`src/rtl/sfw_pkg.sv`:
```
package sfw_pkg;
    typedef enum logic [3:0] {
        S_IDLE,
        S_PRE,
        S_MARK,
        S_HDR,
        S_GAP,
        S_SYNC,
        S_DATA,
        S_LPW,
        S_GUARD
    } sfw_state_t;
endpackage

```
`src/rtl/sfw_hdr_build.sv`:
```
module sfw_hdr_build #(
    parameter int WORD_BITS = 36,
    parameter int CYL_W     = 8,
    parameter int HEAD_W    = 5,
    parameter int SECT_W    = 4
) (
    input  logic [CYL_W-1:0]   cyl,
    input  logic [HEAD_W-1:0]  head,
    input  logic [SECT_W-1:0]  sect,
    output logic [WORD_BITS:0] frame
);
    localparam int LOW_ZEROS = WORD_BITS - CYL_W - HEAD_W - 1 - SECT_W;

    logic [WORD_BITS-1:0] body;

    always_comb begin
        body  = {sect, 1'b0, head, cyl, {LOW_ZEROS{1'b0}}};
        frame = {~^body, body};
    end
endmodule

```
`src/rtl/sfw_lpar_acc.sv`:
```
module sfw_lpar_acc #(
    parameter int W = 36
) (
    input  logic         clk,
    input  logic         rst_n,
    input  logic         clr,
    input  logic         en,
    input  logic [W-1:0] word,
    output logic [W-1:0] lp_word
);
    logic [W-1:0] acc_q;

    always_ff @(posedge clk) begin
        if (!rst_n || clr) begin
            acc_q <= '0;
        end else if (en) begin
            acc_q <= acc_q ^ word;
        end
    end

    assign lp_word = ~acc_q;
endmodule

```
`src/rtl/sector_write_formatter.sv`:
```
module sector_write_formatter
    import sfw_pkg::*;
#(
    parameter int WORD_BITS  = 36,
    parameter int DATA_WORDS = 128,
    parameter int PRE_ZEROS  = 1109,
    parameter int GAP_BITS   = 37,
    parameter int SYNC_WORDS = 4,
    parameter int CYL_W      = 8,
    parameter int HEAD_W     = 5,
    parameter int SECT_W     = 4
) (
    input  logic                 clk,
    input  logic                 rst_n,
    input  logic                 bit_en,
    input  logic                 start,
    input  logic                 fmt_mode,
    input  logic [CYL_W-1:0]     cyl,
    input  logic [HEAD_W-1:0]    head,
    input  logic [SECT_W-1:0]    sect,
    input  logic [WORD_BITS-1:0] wd_data,
    input  logic                 wd_ready,
    output logic                 wd_take,
    output logic                 ser_bit,
    output logic                 wr_gate,
    output logic                 busy,
    output logic                 done,
    output logic                 timing_err
);
    localparam int FRAME_BITS = WORD_BITS + 1;
    localparam int SYNC_BITS  = SYNC_WORDS * FRAME_BITS;
    localparam int CNT_MAX    = (PRE_ZEROS > SYNC_BITS) ? PRE_ZEROS : SYNC_BITS;
    localparam int CNT_W      = $clog2(CNT_MAX + 1);
    localparam int WCNT_W     = $clog2(DATA_WORDS + 1);

    sfw_state_t              state_q, state_d;
    logic [CNT_W-1:0]        cnt_q;
    logic [WCNT_W-1:0]       wcnt_q;
    logic                    keep_q;
    logic [FRAME_BITS-1:0]   sh_q;

    logic                    step;
    logic                    seg_end;
    logic                    framed;
    logic                    load_now;
    logic                    gate_now;
    logic                    cur_bit;
    logic [WORD_BITS-1:0]    dword;
    logic [WORD_BITS-1:0]    lp_word;
    logic [FRAME_BITS-1:0]   hdr_frame;
    logic [FRAME_BITS-1:0]   frame_in;

    sfw_hdr_build #(
        .WORD_BITS (WORD_BITS),
        .CYL_W     (CYL_W),
        .HEAD_W    (HEAD_W),
        .SECT_W    (SECT_W)
    ) hdr_i (
        .cyl   (cyl),
        .head  (head),
        .sect  (sect),
        .frame (hdr_frame)
    );

    sfw_lpar_acc #(
        .W (WORD_BITS)
    ) lpar_i (
        .clk     (clk),
        .rst_n   (rst_n),
        .clr     (state_q == S_IDLE),
        .en      (load_now && (state_q == S_DATA)),
        .word    (dword),
        .lp_word (lp_word)
    );

    // Segment bookkeeping
    always_comb begin
        step   = bit_en && (state_q != S_IDLE);
        framed = (state_q == S_HDR) || (state_q == S_DATA) || (state_q == S_LPW);
        unique case (state_q)
            S_PRE:   seg_end = (cnt_q == CNT_W'(PRE_ZEROS - 1));
            S_MARK:  seg_end = 1'b1;
            S_GAP:   seg_end = (cnt_q == CNT_W'(GAP_BITS - 1));
            S_SYNC:  seg_end = (cnt_q == CNT_W'(SYNC_BITS - 1));
            S_HDR, S_DATA, S_LPW, S_GUARD:
                     seg_end = (cnt_q == CNT_W'(FRAME_BITS - 1));
            default: seg_end = 1'b0;
        endcase
        load_now = step && framed && (cnt_q == '0);
        dword    = wd_ready ? wd_data : '0;
        wd_take  = load_now && (state_q == S_DATA) && wd_ready;
        busy     = (state_q != S_IDLE);
    end

    // Frame source and bit selection
    always_comb begin
        unique case (state_q)
            S_HDR:   frame_in = hdr_frame;
            S_LPW:   frame_in = {~^lp_word, lp_word};
            default: frame_in = {~^dword, dword};
        endcase
        unique case (state_q)
            S_MARK:  cur_bit = 1'b1;
            S_SYNC:  cur_bit = (cnt_q == CNT_W'(SYNC_BITS - 1));
            S_HDR, S_DATA, S_LPW:
                     cur_bit = load_now ? frame_in[0] : sh_q[0];
            default: cur_bit = 1'b0;
        endcase
        gate_now = !(keep_q && ((state_q == S_PRE) || (state_q == S_MARK) ||
                                (state_q == S_HDR) || (state_q == S_GAP)));
    end

    // Next-state logic
    always_comb begin
        state_d = state_q;
        unique case (state_q)
            S_IDLE:  if (start)            state_d = S_PRE;
            S_PRE:   if (step && seg_end)  state_d = S_MARK;
            S_MARK:  if (step)             state_d = S_HDR;
            S_HDR:   if (step && seg_end)  state_d = S_GAP;
            S_GAP:   if (step && seg_end)  state_d = S_SYNC;
            S_SYNC:  if (step && seg_end)  state_d = S_DATA;
            S_DATA:  if (step && seg_end && (wcnt_q == WCNT_W'(DATA_WORDS - 1)))
                                           state_d = S_LPW;
            S_LPW:   if (step && seg_end)  state_d = S_GUARD;
            S_GUARD: if (step && seg_end)  state_d = S_IDLE;
            default:                       state_d = S_IDLE;
        endcase
    end

    // State register
    always_ff @(posedge clk) begin
        if (!rst_n) begin
            state_q <= S_IDLE;
        end else begin
            state_q <= state_d;
        end
    end

    // Outputs and datapath registers
    always_ff @(posedge clk) begin
        if (!rst_n) begin
            ser_bit    <= 1'b0;
            wr_gate    <= 1'b0;
            done       <= 1'b0;
            timing_err <= 1'b0;
            cnt_q      <= '0;
            wcnt_q     <= '0;
            keep_q     <= 1'b0;
            sh_q       <= '0;
        end else begin
            done       <= 1'b0;
            timing_err <= 1'b0;
            if (state_q == S_IDLE) begin
                ser_bit <= 1'b0;
                wr_gate <= 1'b0;
                cnt_q   <= '0;
                wcnt_q  <= '0;
                if (start) begin
                    keep_q <= !fmt_mode;
                end
            end else if (step) begin
                ser_bit <= gate_now & cur_bit;
                wr_gate <= gate_now;
                sh_q    <= load_now ? (frame_in >> 1) : (sh_q >> 1);
                cnt_q   <= seg_end ? '0 : cnt_q + 1'b1;
                if ((state_q == S_DATA) && seg_end) begin
                    wcnt_q <= wcnt_q + 1'b1;
                end
                if ((state_q == S_DATA) && load_now && !wd_ready) begin
                    timing_err <= 1'b1;
                end
                if ((state_q == S_GUARD) && seg_end) begin
                    done <= 1'b1;
                end
            end
        end
    end

    // Assertions
    AST_DONE_IDLE: assert property (@(posedge clk) disable iff (!rst_n)
        done |-> !busy && !wr_gate == 1'b0);
    AST_DONE_GATE_OFF: assert property (@(posedge clk) disable iff (!rst_n)
        done |=> !wr_gate);
    AST_HOLD_NO_EN: assert property (@(posedge clk) disable iff (!rst_n)
        (busy && !bit_en) |=> ($stable(ser_bit) && $stable(wr_gate)));
    AST_TERR_NOT_READY: assert property (@(posedge clk) disable iff (!rst_n)
        timing_err |-> $past(!wd_ready && bit_en));
    AST_GATE_QUIET: assert property (@(posedge clk) disable iff (!rst_n)
        !wr_gate |-> !ser_bit);
    AST_PULSE_EXCL: assert property (@(posedge clk) disable iff (!rst_n)
        $onehot0({done, timing_err}));
    AST_TAKE_NOT_IDLE: assert property (@(posedge clk) disable iff (!rst_n)
        wd_take |-> busy && bit_en);
    AST_START_BUSY: assert property (@(posedge clk) disable iff (!rst_n)
        (busy && !done) |=> (busy || done));
endmodule

```
`config.mk`:
```
export PLATFORM = sky130hd
export DESIGN_NAME = sector_write_formatter
export DESIGN_NICKNAME = d
export VERILOG_FILES = /design/src/rtl/sfw_pkg.sv /design/src/rtl/sfw_hdr_build.sv /design/src/rtl/sfw_lpar_acc.sv /design/src/rtl/sector_write_formatter.sv
export SDC_FILE = /design/constraint.sdc
export NUM_CORES = 1
export LEC_CHECK = 0
export CAP_MARGIN = 20
export CORE_ASPECT_RATIO = 1.25
export CORE_UTILIZATION = 30
export DETAILED_ROUTE_END_ITERATION = 6
export DONT_BUFFER_PORTS = 1
export SLEW_MARGIN = 10
export SYNTH_ARGS = -nofsm -noshare
export SYNTH_HDL_FRONTEND = slang
export SYNTH_SLANG_ARGS = --single-unit
export TNS_END_PERCENT = 50
```
`constraint.sdc`:
```
create_clock -name clk -period 2.1 [get_ports clk]
set_input_delay 0.105 -clock clk [delete_from_list [all_inputs] [get_ports clk]]
set_output_delay 0.105 -clock clk [all_outputs]
set_load 0.005 [all_outputs]
```
# Word level (Yosys, flattened, before mapping)
# Index checks and enable logic that the tools add are counted.
# classes
eq_ne	21
n_addsub	2
n_reduce_logical	35
bitwise_logic	6
mux	19
# op_table
operator	n
XNOR reduction 36 bit	3
case mux 37 bit (2 select lines)	1
2-to-1 mux 36 bit	2
2-to-1 mux 4 bit	9
NOT 36 bit	1
case mux 4 bit (9 select lines)	1
bitwise XOR 36 bit	1
equality test 4 x 3 -> 1 bit (second input constant)	4
adder 11 x 1 -> 11 bit (second input constant)	1
equality test 11 bit (second input constant)	1
equality test 11 x 6 -> 1 bit (second input constant)	1
equality test 11 x 8 -> 1 bit (second input constant)	1
logical AND 1 bit	11
zero test 11 bit	1
2-to-1 mux 11 bit	1
!= test 2 x 1 -> 1 bit (second input constant)	5
AND reduction 9 bit	1
adder 8 x 1 -> 8 bit (second input constant)	1
equality test 4 x 2 -> 1 bit (second input constant)	2
equality test 8 x 7 -> 1 bit (second input constant)	1
!= test 2 bit (second input constant)	4
logical OR 1 bit	6
AND reduction 2 bit	3
OR reduction 3 bit	2
other kinds (12)	19
# totals
in_bits	59
word_cells	93
ff_bits	101
output_inout_bits	6

# Depth between registers and ports, before layout
# logic_depth
ltp_word	8
depth_mapped	11
ltp_nobuf	9

# Hierarchy
# From an unflattened synthesis, not the netlist that was laid out.
# hier_totals
cells_unflattened	761
area_unflattened_um2	6571.3
# by_module_without_submodules
module	instances	seq_area_each_um2	cells_per_inst	area_per_inst_um2
sector_write_formatter	1	1281.2	516	4227.8
sfw_lpar_acc	1	720.7	193	1924.3
sfw_hdr_build	1	0.0	52	419.2

# Worst setup path after synthesis
# OpenSTA, ideal clock, no wires.
# synth_timing
kind	register -> register
from	register state_q[0]
to	register lpar_i.acc_q[11]
arrival_ps	1917
required_time_ps	1972
setup_slack_ps	55
setup_time_ps	128
period_less_slack_ps	2045
path_stages_with_launch	12
n_path_buf	4
cell_sequence	dfxtp_1 buf_2 nor4_2 nor2b_1 buf_2 and3_1 nor2b_1 buf_2 buf_2 nand2_1 xor2_1 nor2_1
# synth_between
elab_chain_len	6
elab_cells_between_ends	12
cone_classes	eq/ne: 3; reduce/logical: 9
# synth_lines
item	line	text
from (decl)	sector_write_formatter.sv:36	sfw_state_t state_q, state_d;
from (signal assigned)	sector_write_formatter.sv:136	state_q <= state_d;
equality test 4 x 2 -> 1 bit / equality test 4 x 3 -> 1 bit (equally long branches)	sector_write_formatter.sv:79, sector_write_formatter.sv:71	
logical OR 1 bit (2 in series)	sector_write_formatter.sv:79	framed = (state_q == S_HDR) || (state_q == S_DATA) || (state_q == S_LPW);
logical AND 1 bit (2 in series)	sector_write_formatter.sv:89	load_now = step && framed && (cnt_q == '0);
logical AND 1 bit	sector_write_formatter.sv:71	.en (load_now && (state_q == S_DATA)),
to (signal assigned)	sfw_lpar_acc.sv:17	acc_q <= acc_q ^ word;
to (decl)	sfw_lpar_acc.sv:11	logic [W-1:0] acc_q;
# Parallel ways exist; a longest one is shown, timed or not.
# A chain may end at the register's enable or synchronous reset.

# Worst setup path in the final report
# layout_timing
from	register cnt_q[2]
to	register lpar_i.acc_q[28]
# layout_between
elab_chain_len	3
# layout_lines
item	line	text
from (decl)	sector_write_formatter.sv:37	logic [CNT_W-1:0] cnt_q;
from (signal assigned)	sector_write_formatter.sv:166	cnt_q <= seg_end ? '0 : cnt_q + 1'b1;
zero test 11 bit	sector_write_formatter.sv:89	
logical AND 1 bit	sector_write_formatter.sv:89	
logical AND 1 bit	sector_write_formatter.sv:71	
# No other way between the ends.

==> results.cfg <==
[status]
status = finished clean

[clock_network]
cts_max_path_buffers = 2
cts_num_sinks = 100
htree_num_levels = 3
cts.clk_slew.worst_paths_ps = 70
cts_buffers = 9
tritoncts = built
clock_latency_ps = 360
cts_root_buffer = clkbuf_16

[power]
p_switching_mw = 1.89
cellLeakagePower_nw = 2.39
pwr-share-seq = 0.344
internal_power_mw = 3.89
pwr-share-clk = 0.339
pwr-share-comb = 0.317
irDropWorstVdd_mv = 0.525
powerDensity_nw_per_um2 = 817
swShare = 0.327

[sta]
setup_tns_ps = 0
rsz0062_at_grt = yes
min_period_ps = 2050
worst_pin_slew_ps = 507
timing.fmax_mhz = 488
maxSlewViolCount = 0
slew_headroom = 0.662
post-route-period-util = 0.976
fin_skew_ps = 12.2
setup_violations = 0
final-hold-violation-count = 0

[critical_path]
cp.required_ps = 2340
worstPathCellList = or4_4 -> nor2_4 -> and3_4 -> nor2b_4 -> buf_12 -> buf_8 -> nand2_1 -> xnor2_1 -> nor2_1
r2r-start = cnt_q[2]
cp_max_fo = 9
critical_path.top_delay_family = simple AND/OR/NAND/NOR gates
slowest_delay_ps = 540
critPathLaunch = cnt_q[2]
critPathSlowestCell = or4_4
path_buf_inv = 2
crit_type = reg2reg
critPathCaptureType = register
startpoint_type = register
crit_arrival_ps = 2290

[final_layout]
design_area_um2 = 7070
finalNetCount = 822
n_fill_cell = 1881
final_common_cell = nand2_1
antennaDiodeCount = 0
post-route-util = 0.388
layoutNonFillerInstCount = 993
syn_to_final_growth_pct = 25.2
drive_gt1_frac = 0.106
layout_common_cells = nand2_1 (110), dfxtp_1 (97), xnor2_1 (90)

[route]
drtAntennaViolNets = 0
viasPerCell = 5.06
drtIter0Drc = 246
wire_per_inst_um = 16.5
drtPass1Iterations = 5
vias = 5021
drcViolationCount = 0
routed_wl_um = 16400

[placed_design]
io_buffers = 0
placed_cells = 927
postPlaceCellArea_um2 = 6090
gp_congestion = 0.790
post-dp-hpwl_um = 10400

[grt]
grt_overflow = 0
grt_pass1_vias = 4849
grt_pass1_wl_um = 25000
antenna_found_initial = 0
track_usage = 0.163
grt_max_degree = 47

[synth]
synth_edf_count = 0
synth_cell_types = 47
syn-num-nets = 766
ys_ff_latch = 100
async_reset_ff_frac = 0
synth_warnings = 0
syn_avg_cell_area_um2 = 8.02
synthTopCellsByArea = dfxtp_1 (35%), xnor2_1 (14%), nand2_1 (7.4%)
syn_area_um2 = 5650
netlist.area_leader.share = 0.355
seq_area_frac_synth = 0.355
yosysTopAreaCell = dfxtp_1
yosys_most_used_dff = dfxtp_1
synthCells = 704

[min_path]
worstHoldStart = wd_data[4]
hp-class = in2reg

[die]
initial_core_util = 0.310
row_count = 55
coreArea_um2 = 18200
die_w_um = 125
die-height_um = 155
io_pins = 65
dieArea_um2 = 19400

[run]
cap_violations = 0
-- cells in the mapped netlist (2+ instances only) --
master	count
a21o_1	2
ha_1	3
nand3_1	23
a21oi_1	46
o31ai_1	3
nor4b_1	2
and2_1	2
and3_1	8
buf_1	4
nor3b_1	4
nand2b_1	3
or3_1	3
xnor2_1	90
xnor3_1	2
nor2_1	59
nand4b_1	3
mux2i_1	19
nand4_1	6
buf_2	12
nand2_1	111
xor2_1	44
a311oi_1	2
a22oi_1	36
clkbuf_1	29
inv_1	21
a31oi_1	2
nor2b_1	4
dfxtp_1	100
o21ai_0	39
or4_1	4
o22a_1	2
-- metrics by stage --
step                power, mW  worst slack, ps  hold slack (ps)
finish                   5.77             51.4             64.2
global route             6.06            -58.3             61.7
CTS                      5.74           -0.850             51.8
detailed placement       3.68            -16.9              210
global placement         3.68            -67.1              204
floorplan                3.12             55.3              197
-- power groups by stage --
stage          registers [mW]  logic (mW)  clock network, mW
6_report                 1.99        1.83               1.96
5_1_grt                  2.00        1.98               2.08
4_1_cts                  1.99        1.75               2.01
3_5_place_dp             2.03        1.65                  0
3_3_place_gp             2.03        1.65                  0
2_1_floorplan            2.01        1.12                  0
-- cell families (layout without fill, tap and decap cells) --
kind of cell | Yosys count | after routing | share of synthesized area
compound gates | 140 | 140 | 0.150
xor+xnor | 136 | 136 | 0.216
fa+ha+maj | 3 | 3 | 0.00665
buf+inv | 67 | 128 | 0.0472
flops | 100 | 100 | 0.355
mux | 20 | 20 | 0.0357
simple gates | 238 | 238 | 0.190
-- layout make-up --
type	instances	area, um2	share of cell area
multi-input combinational	537	3440	0.487
inverter	22	82.6	0.0117
clock buffer	10	229	0.0324
timing repair buffer	90	906	0.128
clock inverter	6	116	0.0165
sequential	100	2010	0.284
tap	228	285	0.0404
-- registers in the layout, indices dropped and copies added (netlist names) --
| name | flops |
|---|---|
| cnt_q | 11 |
| lpar_i.acc_q | 36 |
| sh_q | 36 |
| ser_bit | 1 |
| done | 1 |
| wcnt_q | 8 |
| wr_gate | 1 |
| timing_err | 1 |
| state_q | 4 |
| keep_q | 1 |
-- per-layer routing --
layer  global-route usage  wire, um  up-vias
met3               0.0365       659       30
li1                     -         -     2471
met5                    0         0        -
met2                0.289      8400      110
met1                0.189      6920     2410
met4               0.0631       424        0
-- worst min-delay path, cell delays in order --
cell,delay [ps]
nand2_1,30
o21ai_0,60
a22oi_1,70
a21oi_1,130
-- final timing paths --
path	endpoint	slack [ps]	cells after the start
worst max-delay path	lpar_i.acc_q[28]	50	9
worst min-delay path	sh_q[3]	60	4
worst max register to register	lpar_i.acc_q[28]	50	9
worst min register to register	sh_q[8]	450	2
-- repair_timing --
item / in CTS / in global routing
hold endpoints to repair: 40 / 0
hold buffers: 42 / 0
gates cloned: 0 / 7
setup buffers: 0 / 1
pin swaps: 1 / 4
setup endpoints to repair: 7 / 81
resized for setup: 4 / 16
No activity file was read; power rests on OpenSTA's default activity.
